[src/rtl/pdn_pkg.sv]
// Package: shared register offsets, the write-target type and the address decoder
// for the standby controller. Assumes a 4-bit byte offset on the register bus.
package pdn_pkg;

    localparam int PDN_ADDR_W = 4;

    localparam logic [PDN_ADDR_W-1:0] OFS_STBY = 4'h0;
    localparam logic [PDN_ADDR_W-1:0] OFS_CR2  = 4'h4;

    typedef enum logic [1:0] {
        TGT_NONE = 2'd0,
        TGT_STBY = 2'd1,
        TGT_CR2  = 2'd2
    } pdn_tgt_e;

    // Map a byte offset to the register it selects; unmapped offsets give TGT_NONE.
    function automatic pdn_tgt_e pdn_decode(input logic [PDN_ADDR_W-1:0] a);
        pdn_tgt_e t;
        case (a)
            OFS_STBY: t = TGT_STBY;
            OFS_CR2:  t = TGT_CR2;
            default:  t = TGT_NONE;
        endcase
        return t;
    endfunction

endpackage

[src/rtl/pdn_wr_stage.sv]
// Module: pdn_wr_stage
// Holds an accepted register write for exactly one cycle before it commits.
// Assumes the target has already been decoded; writes to unmapped offsets are
// dropped here. rst_n is the AND of both reset inputs.
module pdn_wr_stage
    import pdn_pkg::*;
#(
    parameter int DATA_W = 16
) (
    input  logic              clk,
    input  logic              rst_n,
    input  logic              wr,
    input  pdn_tgt_e          wr_tgt,
    input  logic [DATA_W-1:0] wdata,
    output pdn_tgt_e          pend_tgt,
    output logic [DATA_W-1:0] pend_data
);

    // Capture the write target and data; an idle cycle leaves the stage empty.
    always_ff @(posedge clk) begin
        if (!rst_n) begin
            pend_tgt  <= TGT_NONE;
            pend_data <= '0;
        end else begin
            pend_tgt  <= wr ? wr_tgt : TGT_NONE;
            pend_data <= wdata;
        end
    end

endmodule

[src/rtl/pdn_stby_reg.sv]
// Module: pdn_stby_reg
// Standby register, one bit per peripheral. The reset pin clears every bit.
// Power-on reset clears only the low NPOR bits. Otherwise the register takes
// committed writes. Assumes NPOR < NMOD.
module pdn_stby_reg #(
    parameter int NMOD = 16,
    parameter int NPOR = 4
) (
    input  logic            clk,
    input  logic            rst_pin_n,
    input  logic            por_n,
    input  logic            commit,
    input  logic [NMOD-1:0] commit_data,
    output logic [NMOD-1:0] stby_q
);

    localparam int KEEP_W = NMOD - NPOR;
    localparam logic [NMOD-1:0] POR_CLR = {{KEEP_W{1'b0}}, {NPOR{1'b1}}};

    // Apply pin reset, then partial power-on clear, then committed writes.
    always_ff @(posedge clk) begin
        if (!rst_pin_n) begin
            stby_q <= '0;
        end else if (!por_n) begin
            stby_q <= stby_q & ~POR_CLR;
        end else if (commit) begin
            stby_q <= commit_data;
        end
    end

endmodule

[src/rtl/pdn_cr2_lock.sv]
// Module: pdn_cr2_lock
// Control register 2 with sticky top bits. A top bit that is 1 when the
// deep-standby strobe arrives locks, and a locked bit ignores writes of 0.
// Only the reset pin clears the register and the locks; power-on reset is not
// an input here on purpose.
module pdn_cr2_lock #(
    parameter int CR2_W  = 8,
    parameter int LOCK_W = 2
) (
    input  logic              clk,
    input  logic              rst_pin_n,
    input  logic              commit,
    input  logic [CR2_W-1:0]  commit_data,
    input  logic              dstby,
    output logic [CR2_W-1:0]  cr2_q,
    output logic [LOCK_W-1:0] lock_q
);

    localparam int LOW_W = CR2_W - LOCK_W;

    logic [CR2_W-1:0] lock_force;
    assign lock_force = {lock_q, {LOW_W{1'b0}}};

    // Store committed writes, keeping any locked bit at 1.
    always_ff @(posedge clk) begin
        if (!rst_pin_n) begin
            cr2_q <= '0;
        end else if (commit) begin
            cr2_q <= commit_data | lock_force;
        end
    end

    // Latch locks for top bits that are set at deep-standby entry.
    always_ff @(posedge clk) begin
        if (!rst_pin_n) begin
            lock_q <= '0;
        end else if (dstby) begin
            lock_q <= lock_q | cr2_q[CR2_W-1 -: LOCK_W];
        end
    end

endmodule

[src/rtl/pdn_standby_ctrl.sv]
// Module: pdn_standby_ctrl (top)
// Peripheral clock-gating standby controller: register bus front end, pending
// write stage, standby register, locked control register 2 and per-peripheral
// enable and access gating.
// Assumes at most one outstanding read: no new read during a stalled one.
module pdn_standby_ctrl
    import pdn_pkg::*;
#(
    parameter int NMOD   = 16,
    parameter int NPOR   = 4,
    parameter int DATA_W = 16,
    parameter int CR2_W  = 8,
    parameter int LOCK_W = 2
) (
    input  logic                  clk,
    input  logic                  rst_pin_n,
    input  logic                  por_n,
    input  logic                  bus_wr,
    input  logic                  bus_rd,
    input  logic [PDN_ADDR_W-1:0] bus_addr,
    input  logic [DATA_W-1:0]     bus_wdata,
    output logic [DATA_W-1:0]     bus_rdata,
    output logic                  bus_rvalid,
    input  logic                  dstby_entry,
    input  logic [NMOD-1:0]       periph_sel,
    output logic [NMOD-1:0]       clk_en,
    output logic [NMOD-1:0]       periph_blk,
    output logic [NMOD-1:0]       periph_pass
);

    logic              rst_any_n;
    pdn_tgt_e          bus_tgt;
    pdn_tgt_e          pend_tgt;
    logic [DATA_W-1:0] pend_data;
    logic              stby_commit;
    logic              cr2_commit;
    logic [NMOD-1:0]   stby_q;
    logic [CR2_W-1:0]  cr2_q;
    logic [LOCK_W-1:0] lock_q;
    logic              rd_hit_pend;
    logic              rd_hold;
    pdn_tgt_e          rd_hold_tgt;
    pdn_tgt_e          rd_tgt;
    logic [DATA_W-1:0] rd_word;

    assign rst_any_n   = rst_pin_n & por_n;
    assign bus_tgt     = pdn_decode(bus_addr);
    assign stby_commit = (pend_tgt == TGT_STBY);
    assign cr2_commit  = (pend_tgt == TGT_CR2);
    assign rd_hit_pend = bus_rd && (pend_tgt != TGT_NONE) && (pend_tgt == bus_tgt);

    pdn_wr_stage #(.DATA_W(DATA_W)) u_wr_stage (
        .clk       (clk),
        .rst_n     (rst_any_n),
        .wr        (bus_wr),
        .wr_tgt    (bus_tgt),
        .wdata     (bus_wdata),
        .pend_tgt  (pend_tgt),
        .pend_data (pend_data)
    );

    pdn_stby_reg #(.NMOD(NMOD), .NPOR(NPOR)) u_stby (
        .clk         (clk),
        .rst_pin_n   (rst_pin_n),
        .por_n       (por_n),
        .commit      (stby_commit),
        .commit_data (pend_data[NMOD-1:0]),
        .stby_q      (stby_q)
    );

    pdn_cr2_lock #(.CR2_W(CR2_W), .LOCK_W(LOCK_W)) u_cr2 (
        .clk         (clk),
        .rst_pin_n   (rst_pin_n),
        .commit      (cr2_commit),
        .commit_data (pend_data[CR2_W-1:0]),
        .dstby       (dstby_entry),
        .cr2_q       (cr2_q),
        .lock_q      (lock_q)
    );

    // Select the committed register word for the read in progress.
    always_comb begin
        rd_tgt = rd_hold ? rd_hold_tgt : bus_tgt;
        case (rd_tgt)
            TGT_STBY: rd_word = DATA_W'(stby_q);
            TGT_CR2:  rd_word = DATA_W'(cr2_q);
            default:  rd_word = '0;
        endcase
    end

    // Answer reads next cycle, or one cycle later when a write to the same register is pending.
    always_ff @(posedge clk) begin
        if (!rst_any_n) begin
            rd_hold     <= 1'b0;
            rd_hold_tgt <= TGT_NONE;
            bus_rvalid  <= 1'b0;
            bus_rdata   <= '0;
        end else begin
            bus_rvalid <= 1'b0;
            if (rd_hold) begin
                rd_hold    <= 1'b0;
                bus_rdata  <= rd_word;
                bus_rvalid <= 1'b1;
            end else if (rd_hit_pend) begin
                rd_hold     <= 1'b1;
                rd_hold_tgt <= bus_tgt;
            end else if (bus_rd) begin
                bus_rdata  <= rd_word;
                bus_rvalid <= 1'b1;
            end
        end
    end

    // Per-peripheral clock enable and access steering.
    for (genvar g = 0; g < NMOD; g++) begin : g_mod
        assign clk_en[g]      = ~stby_q[g];
        assign periph_blk[g]  = periph_sel[g] & stby_q[g];
        assign periph_pass[g] = periph_sel[g] & ~stby_q[g];
    end

endmodule

[config.mk]
export PLATFORM = sky130hd
export DESIGN_NAME = pdn_standby_ctrl
export DESIGN_NICKNAME = d
export VERILOG_FILES = /design/src/rtl/pdn_pkg.sv /design/src/rtl/pdn_wr_stage.sv /design/src/rtl/pdn_stby_reg.sv /design/src/rtl/pdn_cr2_lock.sv /design/src/rtl/pdn_standby_ctrl.sv
export SDC_FILE = /design/constraint.sdc
export NUM_CORES = 1
export LEC_CHECK = 0
export CAP_MARGIN = 10
export CORE_MARGIN = 2
export CORE_UTILIZATION = 46
export DETAILED_ROUTE_END_ITERATION = 10
export HOLD_SLACK_MARGIN = 0.05
export PLACE_DENSITY_LB_ADDON = 0.08
export SLEW_MARGIN = 0
export SYNTH_ARGS = -nofsm -noshare
export SYNTH_HDL_FRONTEND = slang
export SYNTH_SLANG_ARGS = --single-unit
[constraint.sdc]
create_clock -name clk -period 4.6 [get_ports clk]
set_input_delay 1.15 -clock clk [delete_from_list [all_inputs] [get_ports clk]]
set_output_delay 1.15 -clock clk [all_outputs]
set_load 0.02 [all_outputs]
# [Yosys cells after proc, flatten, opt, wreduce, memory -nomap -nowiden]
# Cells that the tools add are included.
[totals] elab_cells=91 out_inout_bits=65 regBits=64 inputBits=42
[classes] muxes=10 n_reduce_logical=11 bitwise=53 eq_ne=7
[op_table] operator="$mux W16" n=3
[op_table] operator="$and A1 B1 Y1" n=33
[op_table] operator="$pmux W16 S2" n=1
[op_table] operator="$not A1 Y1" n=18
[op_table] operator="$reduce_and A2 Y1" n=5
[op_table] operator="$or A8 B8 Y8" n=1
[op_table] operator="$eq A2 B1 Y1 const B" n=2
[op_table] operator="$eq A2 B2 Y1 const B" n=2
[op_table] operator="$eq A4 B3 Y1 const B" n=1
[op_table] operator="$logic_not A4 Y1" n=1
[op_table] operator="$mux W1" n=4
[op_table] operator="$pmux W2 S2" n=1
[op_table] operator="$reduce_bool A2 Y1" n=2
[op_table] operator="$eq A2 B2 Y1" n=1
[op_table] operator="$logic_and A1 B1 Y1" n=2
[op_table] operator="$mux W2" n=1
[op_table] operator="$ne A2 B1 Y1 const B" n=1
[op_table] operator="$or A2 B2 Y2" n=1
[op_table] operator="$reduce_or A2 Y1" n=1

# [Depth between registers and ports, before layout]
[logic_depth] depth_word=8 ltp_mapped=10 depth_no_buf=9

# [By module]
# Synthesis repeated with hierarchy kept, for this count alone.
[hier_totals] cells_unflattened=272 area_unflattened_um2=2677.6
[modules_own_cells] mod="pdn_standby_ctrl" n_inst=1 cells_each=133 seq_area_each_um2=400.4 area_per_inst_um2=1158.6
[modules_own_cells] mod="pdn_stby_reg" n_inst=1 cells_each=69 seq_area_each_um2=320.3 area_per_inst_um2=658.1
[modules_own_cells] mod="pdn_wr_stage" n_inst=1 cells_each=37 seq_area_each_um2=360.3 area_per_inst_um2=501.7
[modules_own_cells] mod="pdn_cr2_lock" n_inst=1 cells_each=33 seq_area_each_um2=200.2 area_per_inst_um2=359.1

# [Worst setup path after synthesis]
# Ideal clock, no wire load.
[synth_path] path_kind="input-to-reg" from="input bus_addr[1]" to="register bus_rdata[10]" arrival_time_ns=2.795 path_stages=8 path_buffers=1 setup_ns=0.070 required_time_ns=4.530 path_slack_ns=1.735 cell_sequence="or3_1 > o31ai_1 > ha_1 > clkbuf_1 > nand4_1 > o22ai_1 > nor2_1 > o2bb2ai_1"
[synth_between] elab_chain_cells=8 elab_cells_between_ends=14 cone_classes="5 x eq/ne; 6 x mux; 3 x reduce/logical"
[synth_lines] item="start, declared" line_no="pdn_standby_ctrl.sv:20" text="input logic [PDN_ADDR_W-1:0] bus_addr,"
[synth_lines] item="$eq A4 B3 Y1 or $logic_not A4 Y1 (tied branches)" line_no="pdn_pkg.sv:19" text="case (a)"
[synth_lines] item="$pmux W2 S2 (*)" line_no="pdn_pkg.sv:19"
[synth_lines] item="$mux W2" line_no="pdn_standby_ctrl.sv:83" text="rd_tgt = rd_hold ? rd_hold_tgt : bus_tgt;"
[synth_lines] item="$eq A2 B2 Y1 or $eq A2 B1 Y1 (tied branches)" line_no="pdn_standby_ctrl.sv:84" text="case (rd_tgt)"
[synth_lines] item="$pmux W16 S2" line_no="pdn_standby_ctrl.sv:84"
[synth_lines] item="$mux W16" line_no="pdn_standby_ctrl.sv:107" text="end else if (bus_rd) begin"
[synth_lines] item="$mux W16" line_no="pdn_standby_ctrl.sv:104" text="end else if (rd_hit_pend) begin"
[synth_lines] item="$mux W16" line_no="pdn_standby_ctrl.sv:100" text="if (rd_hold) begin"
[synth_lines] item="end signal, assigned" line_no="pdn_standby_ctrl.sv:102" text="bus_rdata <= rd_word;"
[synth_lines] item="end signal, assigned" line_no="pdn_standby_ctrl.sv:108" text="bus_rdata <= rd_word;"
[synth_lines] item="end, declared" line_no="pdn_standby_ctrl.sv:22" text="output logic [DATA_W-1:0] bus_rdata,"
# Every way passes the cells marked *; elsewhere a longest branch is shown, timed or not. The select of a mux whose other input is x is not followed.
# A chain may end at the register's enable or synchronous reset.

# [Worst setup path in the final report]
[layout_path] from="input periph_sel[12]" to="output periph_pass[12]"
[layout_between] elab_chain_cells=1
[layout_lines] item="start, declared" line_no="pdn_standby_ctrl.sv:25" text="input logic [NMOD-1:0] periph_sel,"
[layout_lines] item="$and A1 B1 Y1" line_no="pdn_standby_ctrl.sv:118" text="assign periph_pass[g] = periph_sel[g] & ~stby_q[g];"
[layout_lines] item="end, declared" line_no="pdn_standby_ctrl.sv:28" text="output logic [NMOD-1:0] periph_pass"
# Every way passes these cells.

==> flow_summary.ini <==
[floorplanning]
rows = 27
dieArea_sq_um = 6243
die_x_um = 79.02
die_h_um = 79.02
pin_count = 107
floorplan.initialDensity = 0.4730
core_sq_um = 5473

[yosys]
synth_fa_ha_area_frac = 0.009667
ys_top_cells_by_area = dfxtp_1 49%, nor2b_1 5.6%, a21boi_0 5.2%, nand2_1 4.3%, and2_1 3.9%
yosys.area.top_type = dfxtp_1
synth_compound_area_frac = 0.1803
synth_xor_area_frac = 0
syn-cell-area_sq_um = 2589
synth.top_cells.by_count = 64 x dfxtp_1, 30 x nand2_1, 23 x nor2b_1
synthArstFlopShare = 0
synth-simple-area-share = 0.2605
synth_nets = 328
syn_inst = 284
yosysWarningCount = 0
netlist.area_leader.share = 0.4949
ys_seq_area_frac = 0.4949
synthMuxAreaShare = 0
synth.distinct_cells = 35
synth_top_family_by_area = simple AND/OR/NAND/NOR gates
ys.flop_type = dfxtp_1
synth-seq-cells = 64
syn_area_per_cell_sq_um = 9.115
yosysMostFrequentCell = dfxtp_1
synth-edff-count = 0

[drt]
ant_nets = 0
avgRoutedWirePerCell_um = 13.63
viasPerCell = 5.157
dr.pass1.iters = 4
vias = 2393
drt_iter0_drc = 95
drc = 0
wl_um = 6322

[flow_run]
max_cap_viol_count = 0

[place]
routabilityCongestion = 0.7793
placed_area_sq_um = 3689
place_inst = 448
portBuffers = 106
dpl.hpwl_um = 4549

[clocking]
clockRootBuffer = clkbuf_8
clock-sinks = 64
cts_setup_buffers = 0
hold_buffers = 0
cts_made_buffers = 9
cts_tree = built
cts.htree.levels = 3
clk_pin_slew_ps = 70
clock_latency_ps = 340
ctsResizeCount = 0
clk_path_buf_depth = 2

[pwr]
power.total_mw = 1.139
powerDensity_nw_per_um2 = 292.9
vdd_ir_drop_max_uv = 206.3
leakage_nw = 1.425

[sta]
setup_tns_ps = 0
tightest_slew_ps = 667.9
period_share = 0.7671
rsz0062_at_grt = no
fin_crit_ps = 3528
slew_violations = 0
max_freq_ghz = 0.2834
hold_violations = 0
slew_headroom = 0.5533
worst_clock_skew_ps = 6.244
setup_violations = 0

[min_path]
hp-class = reg -> reg

[global_routing]
grt_max_degree = 42
grt-ovfl-total = 0
antenna_found_initial = 0
met3_usage = 0.08182
grt_first_pass_wirelength_um = 10180
grt.total_usage = 0.2094
grt_pass1_vias = 2201
grtUsageMet1 = 0.2652
grt_use_met2 = 0.3271
grt.busiest_layer = met2

[layout]
antenna_cells = 0
stdcell_area_sq_um = 3887
fin_cells = 464
post-route-util = 0.7103
fill_cells = 447
areaGrowthSynthToFinish_pct = 50.17
layout.nets = 431
drive_above_1_share = 0.05867

[worst_setup_path]
worstSetupStartpointType = input pin
end_kind = output pin
crit_arrival_ps = 2380
r2r_setup_slack_ps = 2500
rr_worst_depth = 8
cp.required_ps = 3450
crit_fanout = 2
reg2reg_to = bus_rdata[9]
r2r-start = rd_hold
endpoint = periph_pass[12]
path_class = in -> out
crit_start = periph_sel[12]

[outcome]
status = complete, no violations
==> how the worst min path moves through the flow <==
| stage | from | slack, ps | cells after the start | end |
|---|---|---|---|---|
| 3_5_place_dp | bus_rdata[8] | 450 | 1 | bus_rdata[8] |
| 6_report | u_wr_stage.pend_data[9] | 460 | 2 | u_stby.stby_q[9] |
| 2_1_floorplan | u_wr_stage.pend_data[10] | 440 | 2 | u_stby.stby_q[10] |
| 3_3_place_gp | u_wr_stage.pend_data[12] | 440 | 2 | u_stby.stby_q[12] |
| 5_1_grt | u_wr_stage.pend_data[13] | 470 | 2 | u_stby.stby_q[13] |
| 4_1_cts | u_wr_stage.pend_data[9] | 460 | 2 | u_stby.stby_q[9] |
==> cell type report <==
type,instances,area (sq um),share of cell area
Timing Repair Buffer,109,1084,0.2787
Inverter,18,67.56,0.01738
Clock buffer,13,158.9,0.04088
Multi-Input combinational cell,185,1166,0.3000
Clock inverter,3,40.04,0.01030
Tap cell,72,90.09,0.02317
Sequential cell,64,1281,0.3296
==> through the flow <==
| stage | worst slack (ps) | hold slack, ps |
|---|---|---|
| floorplan | 1735 | 437.7 |
| global placement | 1031 | 442.2 |
| detailed placement | 932.4 | 448.0 |
| CTS | 1063 | 461.6 |
| global route | 1008 | 473.4 |
| finish | 1072 | 458.4 |
==> per-layer routing <==
metal / routed length (um) / part of all wire / up-vias
met5: 0 / 0 / -
met4: 56 / 0.0089 / 0
met3: 542 / 0.086 / 5
met2: 2905 / 0.46 / 86
met1: 2819 / 0.45 / 1122
li1: - / - / 1180
==> worst max-delay path, stage by stage <==
cell	delay [ps]
clkdlybuf4s50_1	470
nor2b_1	150
clkdlybuf4s50_1	610
==> cells in the final DEF, fill, tap and decap left out, drive strengths merged <==
| master | Yosys | routed |
|---|---|---|
| buf | 4 | 3 |
| a32oi | 1 | 1 |
| and3b | 1 | 1 |
| clkdlybuf4s50 | 0 | 106 |
| o2bb2ai | 8 | 8 |
| nor3b | 3 | 3 |
| o22ai | 1 | 1 |
| clkbuf | 13 | 13 |
| inv | 18 | 18 |
| dfxtp | 64 | 64 |
| nand4 | 1 | 1 |
| nor2 | 16 | 16 |
| nand2b | 1 | 1 |
| a32o | 8 | 8 |
| a211oi | 1 | 1 |
| nor3 | 5 | 5 |
| or3 | 1 | 1 |
| bufinv | 0 | 1 |
| ha | 2 | 2 |
| a21boi | 18 | 18 |
| nand2 | 30 | 30 |
| a21o | 1 | 1 |
| and2 | 16 | 16 |
| o31ai | 1 | 1 |
| nand3 | 13 | 13 |
| clkinv | 0 | 2 |
| a21oi | 6 | 6 |
| a22o | 8 | 8 |
| o211ai | 1 | 1 |
| nor2b | 23 | 23 |
| and3 | 16 | 16 |
| a311oi | 1 | 1 |
| o21ai | 2 | 2 |
==> sequential cells by signal, summed over array words and instances (netlist names) <==
| register | count |
|---|---|
| u_wr_stage.pend_data | 16 |
| bus_rdata | 16 |
| u_stby.stby_q | 16 |
| rd_hold | 1 |
| rd_hold_tgt | 2 |
| u_cr2.lock_q | 2 |
| u_wr_stage.pend_tgt | 2 |
| bus_rvalid | 1 |
| u_cr2.cr2_q | 8 |
==> power by group <==
part / leakage, nW / switching [mW] / total (mW) / internal (mW)
clock network: 0.103 / 0.200 / 0.478 / 0.278
registers: 0.518 / 0.00279 / 0.563 / 0.561
logic: 0.804 / 0.0409 / 0.0973 / 0.0564
total: 1.43 / 0.243 / 1.14 / 0.895
==> cells by family after synthesis <==
family | after synthesis
buffers and inverters | 35
AND/OR/NAND/NOR | 126
AO/OA/AOI/OAI | 57
adder cells (fa/ha/maj) | 2
flip-flops | 64
Note: power is estimated with default switching activity, not from simulation.
